File: src/rtl/pvi_pkg.sv
package pvi_pkg;
  typedef enum logic [1:0] {
    SEL_STATUS = 2'd0,
    SEL_SAVED  = 2'd1,
    SEL_ENABLE = 2'd2,
    SEL_PEND   = 2'd3
  } pvi_sel_e;

  localparam int unsigned VEC_STRIDE_LG = 2;
endpackage

File: src/rtl/pvi_pick.sv
module pvi_pick #(
  parameter int unsigned NUM_DEV = 8,
  localparam int unsigned IDX_W  = $clog2(NUM_DEV)
) (
  input  logic [NUM_DEV-1:0] pend_i,
  output logic               any_o,
  output logic [IDX_W-1:0]   idx_o
);
  // Lowest index wins: scan downward so the last hit is the smallest.
  always_comb begin
    idx_o = '0;
    for (int i = NUM_DEV - 1; i >= 0; i--) begin
      if (pend_i[i]) idx_o = IDX_W'(i);
    end
  end

  assign any_o = |pend_i;
endmodule

File: src/rtl/pvi_regs.sv
module pvi_regs #(
  parameter int unsigned NUM_DEV = 8,
  parameter int unsigned DATA_W  = 32,
  localparam int unsigned LVL_W  = $clog2(NUM_DEV + 1)
) (
  input  logic               clk,
  input  logic               rst_n,
  input  logic               take_i,
  input  logic [LVL_W-1:0]   take_lvl_i,
  input  logic               rti_i,
  input  logic               wr_i,
  input  logic [1:0]         sel_i,
  input  logic [DATA_W-1:0]  wdata_i,
  output logic               ie_o,
  output logic [LVL_W-1:0]   lvl_o,
  output logic               sv_ie_o,
  output logic [LVL_W-1:0]   sv_lvl_o,
  output logic [NUM_DEV-1:0] en_o
);
  import pvi_pkg::*;

  logic wr_stat, wr_save, wr_en;
  assign wr_stat = wr_i && (pvi_sel_e'(sel_i) == SEL_STATUS);
  assign wr_save = wr_i && (pvi_sel_e'(sel_i) == SEL_SAVED);
  assign wr_en   = wr_i && (pvi_sel_e'(sel_i) == SEL_ENABLE);

  // Live status: return beats take, take beats software write.
  always_ff @(posedge clk or negedge rst_n) begin
    if (!rst_n) begin
      ie_o  <= 1'b0;
      lvl_o <= '0;
    end else if (rti_i) begin
      ie_o  <= sv_ie_o;
      lvl_o <= sv_lvl_o;
    end else if (take_i) begin
      ie_o  <= 1'b0;
      lvl_o <= take_lvl_i;
    end else if (wr_stat) begin
      ie_o  <= wdata_i[0];
      lvl_o <= wdata_i[LVL_W:1];
    end
  end

  // Saved status: hardware save on take beats software write.
  always_ff @(posedge clk or negedge rst_n) begin
    if (!rst_n) begin
      sv_ie_o  <= 1'b0;
      sv_lvl_o <= '0;
    end else if (take_i) begin
      sv_ie_o  <= ie_o;
      sv_lvl_o <= lvl_o;
    end else if (wr_save) begin
      sv_ie_o  <= wdata_i[0];
      sv_lvl_o <= wdata_i[LVL_W:1];
    end
  end

  always_ff @(posedge clk or negedge rst_n) begin
    if (!rst_n)     en_o <= '0;
    else if (wr_en) en_o <= wdata_i[NUM_DEV-1:0];
  end

  p_save_on_take_r7: assert property (@(posedge clk) disable iff (!rst_n)
    $past(take_i) |-> (sv_ie_o == $past(ie_o)) && (sv_lvl_o == $past(lvl_o)));

  p_ie_cleared_r7: assert property (@(posedge clk) disable iff (!rst_n)
    $past(take_i) |-> !ie_o);

  p_restore_r9: assert property (@(posedge clk) disable iff (!rst_n)
    $past(rti_i) |-> (ie_o == $past(sv_ie_o)) && (lvl_o == $past(sv_lvl_o)));
endmodule

File: src/rtl/prio_vec_intc.sv
module prio_vec_intc #(
  parameter int unsigned NUM_DEV  = 8,
  parameter int unsigned DATA_W   = 32,
  parameter int unsigned ADDR_W   = 32,
  parameter logic [31:0] VEC_BASE = 32'h0000_0200,
  localparam int unsigned IDX_W   = $clog2(NUM_DEV),
  localparam int unsigned LVL_W   = $clog2(NUM_DEV + 1)
) (
  input  logic               clk,
  input  logic               rst_n,
  input  logic [NUM_DEV-1:0] dev_req_i,
  output logic [NUM_DEV-1:0] dev_ack_o,
  output logic               take_o,
  output logic [IDX_W-1:0]   irq_id_o,
  output logic [ADDR_W-1:0]  vec_addr_o,
  input  logic               rti_i,
  input  logic               mv_wr_i,
  input  logic [1:0]         mv_sel_i,
  input  logic [DATA_W-1:0]  mv_wdata_i,
  output logic [DATA_W-1:0]  mv_rdata_o
);
  import pvi_pkg::*;

  logic               ie, sv_ie;
  logic [LVL_W-1:0]   lvl, sv_lvl;
  logic [NUM_DEV-1:0] en, pend;
  logic               any;
  logic [IDX_W-1:0]   idx;
  logic [LVL_W-1:0]   cand_lvl;
  logic               fire;
  logic [NUM_DEV-1:0] ack_d;
  logic [ADDR_W-1:0]  vec_d;

  assign pend = dev_req_i & en;

  pvi_pick #(.NUM_DEV(NUM_DEV)) pick_i (
    .pend_i (pend),
    .any_o  (any),
    .idx_o  (idx)
  );

  // Source i sits at level NUM_DEV - i, so index 0 is the most urgent.
  assign cand_lvl = LVL_W'(NUM_DEV) - LVL_W'(idx);
  assign fire     = ie && any && (cand_lvl > lvl) && !rti_i;
  assign vec_d    = ADDR_W'(VEC_BASE) + (ADDR_W'(idx) << VEC_STRIDE_LG);

  generate
    for (genvar g = 0; g < NUM_DEV; g++) begin : g_ack
      assign ack_d[g] = fire && (idx == IDX_W'(g));
    end
  endgenerate

  pvi_regs #(.NUM_DEV(NUM_DEV), .DATA_W(DATA_W)) regs_i (
    .clk        (clk),
    .rst_n      (rst_n),
    .take_i     (fire),
    .take_lvl_i (cand_lvl),
    .rti_i      (rti_i),
    .wr_i       (mv_wr_i),
    .sel_i      (mv_sel_i),
    .wdata_i    (mv_wdata_i),
    .ie_o       (ie),
    .lvl_o      (lvl),
    .sv_ie_o    (sv_ie),
    .sv_lvl_o   (sv_lvl),
    .en_o       (en)
  );

  always_ff @(posedge clk or negedge rst_n) begin
    if (!rst_n) begin
      take_o     <= 1'b0;
      dev_ack_o  <= '0;
      irq_id_o   <= '0;
      vec_addr_o <= '0;
    end else begin
      take_o    <= fire;
      dev_ack_o <= ack_d;
      if (fire) begin
        irq_id_o   <= idx;
        vec_addr_o <= vec_d;
      end
    end
  end

  always_comb begin
    mv_rdata_o = '0;
    unique case (pvi_sel_e'(mv_sel_i))
      SEL_STATUS: mv_rdata_o[LVL_W:0]     = {lvl, ie};
      SEL_SAVED:  mv_rdata_o[LVL_W:0]     = {sv_lvl, sv_ie};
      SEL_ENABLE: mv_rdata_o[NUM_DEV-1:0] = en;
      SEL_PEND:   mv_rdata_o[NUM_DEV-1:0] = pend;
      default:    mv_rdata_o = '0;
    endcase
  end

  p_take_pulse_r4: assert property (@(posedge clk) disable iff (!rst_n)
    take_o |=> !take_o);

  p_ack_onehot_r4: assert property (@(posedge clk) disable iff (!rst_n)
    $onehot0(dev_ack_o) && (take_o == (dev_ack_o != '0)));

  p_ie_needed_r3: assert property (@(posedge clk) disable iff (!rst_n)
    take_o |-> $past(ie));

  p_level_rises_r8: assert property (@(posedge clk) disable iff (!rst_n)
    take_o |-> (lvl > $past(lvl)));

  p_lowest_wins_r5: assert property (@(posedge clk) disable iff (!rst_n)
    take_o |-> $past(pend[idx]) || $past(pend[irq_id_o]));

  p_rti_blocks_r11: assert property (@(posedge clk) disable iff (!rst_n)
    $past(rti_i) |-> !take_o);
endmodule

File: config.mk
export PLATFORM = sky130hd
export DESIGN_NAME = prio_vec_intc
export DESIGN_NICKNAME = d
export VERILOG_FILES = /design/src/rtl/pvi_pkg.sv /design/src/rtl/pvi_pick.sv /design/src/rtl/pvi_regs.sv /design/src/rtl/prio_vec_intc.sv
export SDC_FILE = /design/constraint.sdc
export NUM_CORES = 1
export LEC_CHECK = 0
export ABC_AREA = 1
export CAP_MARGIN = 20
export CELL_PAD_IN_SITES_DETAIL_PLACEMENT = 0
export CELL_PAD_IN_SITES_GLOBAL_PLACEMENT = 1
export CORE_UTILIZATION = 30
export CTS_BUF_LIST = sky130_fd_sc_hd__clkbuf_8
export DETAILED_ROUTE_END_ITERATION = 10
export PLACE_DENSITY_LB_ADDON = 0.2
export SLEW_MARGIN = 20
export SYNTH_ARGS = -nofsm -noshare
export SYNTH_HDL_FRONTEND = slang
export SYNTH_SLANG_ARGS = --single-unit
File: constraint.sdc
create_clock -name clk -period 6 [get_ports clk]
set_input_delay 1.2 -clock clk [delete_from_list [all_inputs] [get_ports clk]]
set_output_delay 1.2 -clock clk [all_outputs]
set_load 0.005 [all_outputs]
==> results.md, run 1 <==
### Outcome
• result of the run: finished, final reports clean

### Worst hold path
• startpoint of the most critical hold path: vec_addr_o[9]
• hold path cells: 1
• path type of the worst min-delay path: flop to flop
• Hold Path End: vec_addr_o[9]

### Pwr
• maximum ir drop on the vdd rail: 0.0000771 V
• relative contribution of sequential cells to total power: 34.1%
• fraction of power spent switching nets: 36.9%
• share of total power in combinational logic: 41.9%
• internal portion of total power: 0.000569 W
• power spent charging and discharging nets: 0.000332 W
• leakage power summed over all cells: 1.36 nW
• Power Density: 339 nW/µm²
• power share of the clock group: 24.0%

### Placement
• Placer Congestion: 0.764
• Detail Placement HPWL: 3.69 mm
• cell count after placement: 406
• IO Port Bufs: 45

### Logic synthesis
• Seq/Total Area, Yosys: 35.4%
• synthesized instance count: 270
• Yosys warning total: 0
• Mapped Area: 2190 µm²
• Synth cell types: 28
• average size of a mapped cell: 8.12 µm²
• flip-flop and latch count after synthesis: 31

### Routing
• TritonRoute pass-1 iters: 4
• post-DR vias/cell: 4.05
• initial DRC count: 67
• number of vias after detailed routing: 1678
• remaining antenna violation count: 0
• post-DR wirelength/cell: 11.7 µm
• drc violations: 0
• wirelength, routed: 4.83 mm

### CTS
• clock tree from TritonCTS: built
• clock input transition at the sequential cells of the worst setup and hold paths: 0.07 ns
• number of buffers inserted by hold repair at cts: 0
• number of gates resized after cts: 0
• TritonCTS Sinks: 31
• CTS Buf Count: 5
• maximum level of the CTS H-tree: 2
• clock tree root driver cell: sky130_fd_sc_hd__clkbuf_8
• setup bufs post-CTS: 0
• CTS max path bufs: 2
• Worst-Skew Late Latency: 0.29 ns

### Worst setup path
• critical path's slowest cell: sky130_fd_sc_hd__clkdlybuf4s50_1
• largest delay contributor family on the critical path: simple AND/OR/NAND/NOR gates
• CP Launch Type: input pin
• R2R Setup Slk: 2.63 ns
• longest individual stage delay on the worst path: 0.48 ns
• most used cell, CP: sky130_fd_sc_hd__nand2_1
• CP cell instances: clkdlybuf4s50_1 -> nand2_1 -> nand2_1 -> nand3_1 -> a21oi_1 -> inv_1 -> ha_1 -> ha_1 -> ha_1 -> nand2_1 -> nor2_1 -> nor2_2 -> nand4_2 -> nand2_1 -> inv_1 -> nand2_1 -> o211ai_1
• data required time at the worst endpoint: 6.15 ns
• Worst Path Class, Setup: input pin to flop
• worst path bufs/invs: 3
• RR Startpoint: regs_i.en_o[6]
• R2R Path End: regs_i.sv_lvl_o[2]
• Critical Path Source: dev_req_i[6]
• arrival time reported for the critical path endpoint: 4.56 ns
• Crit. End Element: flop
• FF-to-FF path depth: 16
• Max FO, Critical Path: 16

### STA
• Worst-Margin Slew: 0.516 ns
• final setup violation count: 0
• fin. max-slew vios: 0
• Final min period: 4.41 ns
• final-report hold violation count: 0
• setup total negative slack: 0 ns
• max-slew headroom at the worst pin: 65.5%
• Final Cycle Share: 73.5%
• RSZ-0062 raised after global routing: no
• worst clock skew: 0.0109 ns
• Fmax: 227 MHz

### Floorplan
• die outline area: 7660 µm²
• effective utilization at floorplan: 31.6%
• DIE HEIGHT: 87.5 µm
• number of standard-cell rows in the floorplan: 30
• num ports: 122
• width of the chip: 87.5 µm
• Core Box Area: 6940 µm²

### Finish
• Layout Utilization: 38.3%
• leading cell type in the layout, fill and taps excluded: sky130_fd_sc_hd__nand2_1
• fraction of final layout cells sized beyond drive strength 1: 8.49%
• diode count: 0
• fill cell count: 750
• non-filler cells, final: 414
• nets@finish: 373
• relative area change from synthesis to final layout: 21.2%
• commonest non-fill, non-tap cells in the layout: sky130_fd_sc_hd__nand2_1 (59), sky130_fd_sc_hd__conb_1 (52), sky130_fd_sc_hd__clkdlybuf4s50_1 (45)
• multi-input logic area: 1070 µm²
• area of all sequential standard cells: 776 µm²

### Global route
• GRT Util Overall: 13.6%
• first-pass GRT wire length: 7.69 mm
• number of global-route vias before repair: 1564
• maximum number of pins on one net before global-route repair: 32
• overflow left after global routing: 0
• initial antenna violation count: 0

### Run
• total of max-cap violations: 0

## Yosys cell counts
master	instances	area [µm²]
sky130_fd_sc_hd__a21oi_1	5	25.0
sky130_fd_sc_hd__buf_2	2	10.0
sky130_fd_sc_hd__buf_4	56	420
sky130_fd_sc_hd__clkinv_1	1	3.75
sky130_fd_sc_hd__conb_1	1	3.75
sky130_fd_sc_hd__dfrtp_1	31	776
sky130_fd_sc_hd__ha_1	10	125
sky130_fd_sc_hd__inv_1	28	105
sky130_fd_sc_hd__mux2_2	4	45.0
sky130_fd_sc_hd__nand2_1	59	221
sky130_fd_sc_hd__nand2_2	3	18.8
sky130_fd_sc_hd__nand2_4	1	11.3
sky130_fd_sc_hd__nand3_1	12	60.1
sky130_fd_sc_hd__nand3_4	2	35.0
sky130_fd_sc_hd__nand4_1	1	6.26
sky130_fd_sc_hd__nand4_2	1	12.5
sky130_fd_sc_hd__nor2_1	18	67.6
sky130_fd_sc_hd__nor2_2	2	12.5
sky130_fd_sc_hd__nor2_4	1	11.3
sky130_fd_sc_hd__nor2_8	1	20.0
sky130_fd_sc_hd__nor3_1	4	20.0
sky130_fd_sc_hd__nor3_2	1	10.0
sky130_fd_sc_hd__o211a_1	3	30.0
sky130_fd_sc_hd__o211ai_1	10	75.1
sky130_fd_sc_hd__o21ai_0	9	45.0
sky130_fd_sc_hd__o21ai_1	2	10.0
sky130_fd_sc_hd__o22ai_1	1	6.26
sky130_fd_sc_hd__or2_2	1	6.26
## metal layers
layer	wire [µm]	vias up	track usage, %
li1	-	844	-
met1	2260	759	17.8
met2	2210	68	22.2
met3	293	7	3.22
met4	70	0	4.47
met5	0	-	0
## worst max-delay path by stage
| stage | to | slack, ns | cells after the start |
|---|---|---|---|
| final | regs_i.sv_lvl_o[2] | 1.59 | 17 |
| after global routing | regs_i.sv_lvl_o[2] | 1.24 | 18 |
| after CTS | regs_i.sv_lvl_o[2] | 1.54 | 17 |
| after detailed placement | regs_i.sv_lvl_o[2] | 1.25 | 17 |
| after global placement | regs_i.sv_lvl_o[2] | 1.25 | 17 |
| after floorplan | regs_i.sv_lvl_o[2] | 2.51 | 16 |
## through the flow
step           area [µm²]  hold slack (ns)  setup slack, ns  power [W]
2_1_floorplan        2380            0.465             2.51   0.000575
3_3_place_gp         2540            0.455             1.25   0.000692
3_5_place_dp         2540            0.462             1.25   0.000694
4_1_cts              2660            0.485             1.54   0.000915
5_1_grt              2660            0.502             1.24   0.000988
6_report             2660            0.478             1.59   0.000901
## registers in the layout, summed over array words and instances (netlist names)
signal           cells
regs_i.lvl_o         4
regs_i.en_o          8
irq_id_o             2
regs_i.ie_o          1
vec_addr_o           2
dev_ack_o            8
regs_i.sv_lvl_o      4
take_o               1
regs_i.sv_ie_o       1
## cell type report
class	instances	share of cell area (%)
Multi-Input combinational cell	203	40.3
Clock inverter	2	1.32
Timing Repair Buffer	47	17.5
Inverter	29	4.10
Clock buffer	6	3.11
Tap cell	96	4.52
Sequential cell	31	29.2
## power by group through the flow
stage / Clock (W) / Sequential (W) / Combinational, W
2_1_floorplan: 0 / 0.000301 / 0.000275
3_3_place_gp: 0 / 0.000310 / 0.000381
3_5_place_dp: 0 / 0.000311 / 0.000383
4_1_cts: 0.000223 / 0.000307 / 0.000385
5_1_grt: 0.000234 / 0.000314 / 0.000441
6_report: 0.000217 / 0.000307 / 0.000377
## logic make-up after synthesis
logic type	count (synthesis)	share of synthesized area, %
flip-flops	31	35.4
other	1	0.171
AO/OA/AOI/OAI	30	8.73
AND/OR/NAND/NOR	107	23.4
multiplexers	4	2.05
adder cells (fa/ha/maj)	10	5.70
buffers and inverters	87	24.6
Note: power is estimated with default switching activity, not from simulation.
==> run 2, diff against run 1 <==
Settings changed: CORE_UTILIZATION 30 to 28.
Clock period 6 ns to 4.3 ns, I/O delays scaled along.
==> run 2 against run 1 <==
Net effect:
- register-to-register slack got worse by 1.3 ns
- global-route usage fell by 0.99 points
- wire length rose by 3.9%
- via count rose by 1.2%
- die area rose by 7.0%
- cell count rose by 1.7%
- final area rose by 1.3%
==> results.md, run 2 (synthesis results as in run 1) <==
### STA
• setup total negative slack: 0 ns, unchanged
• fin. max-slew vios: 0, unchanged
• Final min period: 3.61 ns
• Fmax: 277 MHz
• final-report hold violation count: 0, unchanged
• Final Cycle Share: 83.9%
• RSZ-0062 raised after global routing: no, unchanged
• Post-Route Hold Slack: 0.485 ns, was 0.478 ns
• worst clock skew: 0.00699 ns, was 0.0109 ns
• final setup violation count: 0, unchanged

### CTS
• TritonCTS Sinks: 31, unchanged
• clock input transition at the sequential cells of the worst setup and hold paths: 0.07 ns, about the same
• maximum level of the CTS H-tree: 2, unchanged
• CTS Buf Count: 5, unchanged
• clock tree from TritonCTS: built, unchanged
• setup bufs post-CTS: 0, unchanged
• CTS max path bufs: 2, unchanged
• number of buffers inserted by hold repair at cts: 0, unchanged
• Worst-Skew Late Latency: 0.28 ns, was 0.29 ns
• clock tree root driver cell: sky130_fd_sc_hd__clkbuf_8, unchanged
• number of gates resized after cts: 0, unchanged

### Routing
• drc violations: 0, unchanged
• initial DRC count: 83, was 67
• post-DR vias/cell: 4.03, was 4.05
• wirelength, routed: 5.02 mm, was 4.83 mm
• number of vias after detailed routing: 1698, was 1678
• post-DR wirelength/cell: 11.9 µm, was 11.7 µm
• TritonRoute pass-1 iters: 4, unchanged
• remaining antenna violation count: 0, unchanged

### Worst setup path
• R2R Setup Slk: 1.38 ns, was 2.63 ns
• FF-to-FF path depth: 17, was 16
• R2R Path End: regs_i.lvl_o[0], was regs_i.sv_lvl_o[2]
• data required time at the worst endpoint: 4.52 ns, was 6.15 ns
• arrival time reported for the critical path endpoint: 3.83 ns, was 4.56 ns
• CP Launch Type: input pin, unchanged
• Max FO, Critical Path: 10, was 16
• Crit. End Element: flop, unchanged
• RR Startpoint: regs_i.en_o[6], unchanged
• Worst Path Class, Setup: input pin to flop, unchanged

### Finish
• fill cell count: 795, was 750
• leading cell type in the layout, fill and taps excluded: sky130_fd_sc_hd__nand2_1, unchanged
• registers with the highest flip-flop counts: dev_ack_o: 8 flops, regs_i.en_o: 8 flops, unchanged
• fraction of final layout cells sized beyond drive strength 1: 9.63%, was 8.49%
• non-filler cells, final: 421, was 414
• diode count: 0, unchanged
• relative area change from synthesis to final layout: 22.7%, was 21.2%
• nets@finish: 377, was 373
• design area: 2690 µm², was 2660 µm²
• commonest non-fill, non-tap cells in the layout: sky130_fd_sc_hd__nand2_1 (59), sky130_fd_sc_hd__conb_1 (52), sky130_fd_sc_hd__clkdlybuf4s50_1 (45), unchanged

### Pwr
• leakage power summed over all cells: 1.38 nW, was 1.36 nW
• internal portion of total power: 0.000804 W, was 0.000569 W
• power spent charging and discharging nets: 0.000475 W, was 0.000332 W
• relative contribution of sequential cells to total power: 33.5%, was 34.1%
• fraction of power spent switching nets: 37.1%, was 36.9%
• Final Power: 0.00128 W, was 0.000901 W
• power share of the clock group: 24.0%, about the same
• maximum ir drop on the vdd rail: 0.000195 V, was 0.0000771 V
• share of total power in combinational logic: 42.5%, was 41.9%
• Power Density: 475 nW/µm², was 339 nW/µm²

### Placement
• Detail Placement HPWL: 3.88 mm, was 3.69 mm
• Placement Cell Area: 2570 µm², was 2540 µm²
• cell count after placement: 413, was 406
• Placer Congestion: 0.811, was 0.764
• IO Port Bufs: 45, unchanged

### Run
• total of max-cap violations: 0, unchanged

### Global route
• maximum number of pins on one net before global-route repair: 32, unchanged
• overflow left after global routing: 0, unchanged
• initial antenna violation count: 0, unchanged
• first-pass GRT wire length: 8.07 mm, was 7.69 mm
• GRT Util Overall: 12.6%, was 13.6%
• number of global-route vias before repair: 1613, was 1564

### Floorplan
• DIE HEIGHT: 90.5 µm, was 87.5 µm
• width of the chip: 90.5 µm, was 87.5 µm
• num ports: 122, unchanged
• die outline area: 8190 µm², was 7660 µm²
• number of standard-cell rows in the floorplan: 31, was 30
• Core Box Area: 7410 µm², was 6940 µm²
• effective utilization at floorplan: 29.6%, was 31.6%

### Worst hold path
• hold path cells: 1, unchanged
• Hold Path End: vec_addr_o[9], unchanged
• startpoint of the most critical hold path: vec_addr_o[9], unchanged
• path type of the worst min-delay path: flop to flop, unchanged

### Outcome
• result of the run: finished, final reports clean, unchanged

-- run 2: power groups by stage --
| stage | combinational, W | sequential [W] | clock [W] |
|---|---|---|---|
| floorplan | 0.000383 | 0.000420 | 0 |
| global placement | 0.000547 | 0.000434 | 0 |
| detailed placement | 0.000550 | 0.000434 | 0 |
| CTS | 0.000553 | 0.000429 | 0.000319 |
| global route | 0.000624 | 0.000440 | 0.000324 |
| finish | 0.000543 | 0.000428 | 0.000307 |
-- run 2: area by class of cell --
| cell class | instances | area (µm²) | share of cell area [%] |
|---|---|---|---|
| Multi-Input combinational cell | 203 | 1070 | 39.7 |
| Sequential cell | 31 | 776 | 28.8 |
| Timing Repair Buffer | 51 | 495 | 18.4 |
| Tap cell | 99 | 124 | 4.60 |
| Inverter | 29 | 109 | 4.04 |
| Clock buffer | 6 | 82.6 | 3.07 |
| Clock inverter | 2 | 35.0 | 1.30 |
-- run 2: metrics by stage --
step	util, %	worst slack [ns]
2_1_floorplan	-	1.15
3_3_place_gp	34.7	0.382
3_5_place_dp	34.7	0.321
4_1_cts	36.3	0.605
5_1_grt	36.3	0.386
6_report	36.3	0.694
-- run 2: worst max path at each step --
stage,start,endpoint,slack [ns]
after detailed placement,dev_req_i[6],regs_i.lvl_o[0],0.32
after global placement,dev_req_i[6],regs_i.lvl_o[0],0.38
after CTS,dev_req_i[6],regs_i.lvl_o[0],0.61
final,dev_req_i[6],regs_i.lvl_o[0],0.69
after floorplan,dev_req_i[7],regs_i.sv_lvl_o[2],1.15
after global routing,dev_req_i[6],regs_i.lvl_o[0],0.39
-- run 2: worst max-delay path, stage by stage --
cell and delay [ns]:
sky130_fd_sc_hd__clkdlybuf4s50_1 0.48, sky130_fd_sc_hd__nand2_1 0.08, sky130_fd_sc_hd__nand2_1 0.13, sky130_fd_sc_hd__nand3_1 0.09, sky130_fd_sc_hd__a21oi_1 0.22, sky130_fd_sc_hd__inv_1 0.13, sky130_fd_sc_hd__ha_1 0.24, sky130_fd_sc_hd__ha_1 0.29
sky130_fd_sc_hd__ha_1 0.27, sky130_fd_sc_hd__nand2_1 0.09, sky130_fd_sc_hd__nor2_1 0.06, sky130_fd_sc_hd__nor2_2 0.16, sky130_fd_sc_hd__nand3_4 0.16, sky130_fd_sc_hd__nor2_8 0.21, sky130_fd_sc_hd__nand3_1 0.16, sky130_fd_sc_hd__nand2_1 0.09
sky130_fd_sc_hd__nand2_1 0.05, sky130_fd_sc_hd__nand2_1 0.05
-- run 2: layer usage --
layer | GRT usage, % | up-vias | routed length, µm
li1 | - | 855 | -
met1 | 16.4 | 768 | 2340
met2 | 20.8 | 71 | 2320
met3 | 2.86 | 4 | 323
met4 | 3.76 | 0 | 43
met5 | 0 | - | 0
==> run 3, diff against run 2 <==
Clock period 4.3 ns to 3.7 ns, I/O delays scaled along.
==> run 3 against run 2 <==
Net effect:
- register-to-register slack worse by 0.46 ns
- clock skew is 0.0015 ns lower
- utilization is 0.20 points higher
- die area stayed put
- cell count is 1.2% higher
- final area is 0.56% higher
- critical path type unchanged
- hold slack worse by 0.0048 ns
- global-route usage is 0.26 points higher
- worst setup slack worse by 0.36 ns
- combinational power is 20% higher
- sequential power is 17% higher
==> results.md, run 3 (synthesis results as in run 1) <==
### Worst setup path
• R2R Setup Slk: 0.92 ns, was 1.38 ns
• Max FO, Critical Path: 10, unchanged
• most used cell, CP: sky130_fd_sc_hd__nand2_1, unchanged
• CP Launch Type: input pin, unchanged
• Crit. End Element: flop, unchanged
• Critical Path Source: dev_req_i[6], unchanged
• longest individual stage delay on the worst path: 0.48 ns, about the same
• arrival time reported for the critical path endpoint: 3.58 ns, was 3.83 ns
• data required time at the worst endpoint: 3.92 ns, was 4.52 ns
• critical path's slowest cell: sky130_fd_sc_hd__clkdlybuf4s50_1, unchanged
• FF-to-FF path depth: 16, was 17
• CP cell instances: clkdlybuf4s50_1 -> nand2_1 -> nand2_1 -> nand3_1 -> a21oi_1 -> inv_1 -> ha_1 -> ha_1 -> ha_1 -> nand2_1 -> nor2_1 -> nor2_2 -> nand3_4 -> nor2_8 -> nand3_1 -> nand2_1 -> nand2_1 -> nand2_1, unchanged
• Worst Path Class, Setup: input pin to flop, unchanged
• RR Startpoint: regs_i.en_o[5], was regs_i.en_o[6]
• R2R Path End: regs_i.lvl_o[0], unchanged

### Floorplan
• number of standard-cell rows in the floorplan: 31, unchanged
• effective utilization at floorplan: 29.6%, unchanged
• width of the chip: 90.5 µm, unchanged
• Core Box Area: 7410 µm², unchanged
• DIE HEIGHT: 90.5 µm, unchanged
• die outline area: 8190 µm², unchanged
• num ports: 122, unchanged

### STA
• Final min period: 3.36 ns
• Post-Route Hold Slack: 0.480 ns, was 0.485 ns
• final-report hold violation count: 0, unchanged
• Final Cycle Share: 90.9%
• final setup violation count: 0, unchanged
• setup total negative slack: 0 ns, unchanged
• Worst Slack Setup Final: 0.339 ns, was 0.694 ns
• RSZ-0062 raised after global routing: no, unchanged
• Fmax: 297 MHz
• fin. max-slew vios: 0, unchanged
• worst clock skew: 0.00550 ns, was 0.00699 ns

### Placement
• Placer Congestion: 0.820, was 0.811
• worst slack after detailed placement: -0.0123 ns, was 0.321 ns
• IO Port Bufs: 45, unchanged
• Detail Placement HPWL: 3.90 mm, was 3.88 mm

### Routing
• post-DR wirelength/cell: 11.7 µm, was 11.9 µm
• drc violations: 0, unchanged
• remaining antenna violation count: 0, unchanged
• number of vias after detailed routing: 1707, was 1698
• post-DR vias/cell: 4.01, was 4.03
• TritonRoute pass-1 iters: 4, unchanged
• wirelength, routed: 4.96 mm, was 5.02 mm
• initial DRC count: 130, was 83

### CTS
• clock tree root driver cell: sky130_fd_sc_hd__clkbuf_8, unchanged
• clock input transition at the sequential cells of the worst setup and hold paths: 0.07 ns, about the same
• number of buffers inserted by hold repair at cts: 0, unchanged
• Worst-Skew Late Latency: 0.28 ns, about the same
• CTS max path bufs: 2, unchanged
• maximum level of the CTS H-tree: 2, unchanged
• number of gates resized after cts: 0, unchanged
• TritonCTS Sinks: 31, unchanged
• setup bufs post-CTS: 0, unchanged
• clock tree from TritonCTS: built, unchanged
• CTS Buf Count: 5, unchanged

### Global route
• GRT Util Overall: 12.9%, was 12.6%
• maximum number of pins on one net before global-route repair: 32, unchanged
• overflow left after global routing: 0, unchanged
• first-pass GRT wire length: 8.18 mm, was 8.07 mm
• initial antenna violation count: 0, unchanged
• number of global-route vias before repair: 1655, was 1613

### Pwr
• leakage power summed over all cells: 1.39 nW, was 1.38 nW
• maximum ir drop on the vdd rail: 0.000143 V, was 0.000195 V
• Power Density: 524 nW/µm², was 475 nW/µm²

### Finish
• commonest non-fill, non-tap cells in the layout: sky130_fd_sc_hd__nand2_1 (59), sky130_fd_sc_hd__conb_1 (52), sky130_fd_sc_hd__clkdlybuf4s50_1 (45), unchanged
• diode count: 0, unchanged
• nets@finish: 383, was 377
• registers with the highest flip-flop counts: dev_ack_o: 8 flops, regs_i.en_o: 8 flops, unchanged
• Layout Utilization: 36.5%, was 36.3%
• relative area change from synthesis to final layout: 23.4%, was 22.7%
• leading cell type in the layout, fill and taps excluded: sky130_fd_sc_hd__nand2_1, unchanged
• fraction of final layout cells sized beyond drive strength 1: 11.0%, was 9.63%

### Worst hold path
• startpoint of the most critical hold path: vec_addr_o[9], unchanged
• hold path cells: 1, unchanged
• path type of the worst min-delay path: flop to flop, unchanged
• Hold Path End: vec_addr_o[9], unchanged

### Run
• total of max-cap violations: 0, unchanged

### Outcome
• result of the run: finished, final reports clean, unchanged

==> run 3: per-layer routing <==
layer	part of all wire, %	wire (µm)	GRT usage, %	vias to the layer above
li1	-	-	-	867
met2	46	2270	20.3	66
met4	1.2	61	4.03	0
met1	46	2300	17.1	768
met5	0	0	0	-
met3	6.7	335	3.37	6
==> run 3: worst max path at each step <==
stage / to / slack [ns]
after CTS: regs_i.lvl_o[0] / 0.28
final: regs_i.lvl_o[0] / 0.34
after global routing: regs_i.lvl_o[0] / 0.03
after floorplan: regs_i.sv_lvl_o[2] / 0.67
after global placement: regs_i.lvl_o[0] / -0.02
after detailed placement: regs_i.lvl_o[0] / -0.01
==> run 3: report_power, final <==
part,switching (W),internal [W],leakage [nW]
combinational,0.000349,0.000300,0.955
clock,0.000122,0.000146,0.0470
sequential,0.0000685,0.000431,0.392
total,0.000540,0.000877,1.39
==> run 3: final cells by class <==
cell class	instances	area (µm²)
clock buffers	6	82.6
clock inverters	1	5.00
fillers	789	4700
inverters	29	109
multi-input cells	203	1070
flip-flops and latches	31	776
well taps	99	124
repair buffers	57	541
==> run 3: metrics by stage <==
step	power, W	cell area [µm²]	instances
floorplan	0.000933	2380	321
global placement	0.00116	2620	419
detailed placement	0.00116	2620	419
CTS	0.00145	2710	426
global route	0.00155	2710	426
finish	0.00142	2710	426
==> run 3: worst max-delay path: cells and delay by family <==
family	cells	cell delay, ns
fa+ha+maj	3	0.80
buf+inv	2	0.58
simple gates	12	1.22
compound gates	1	0.23
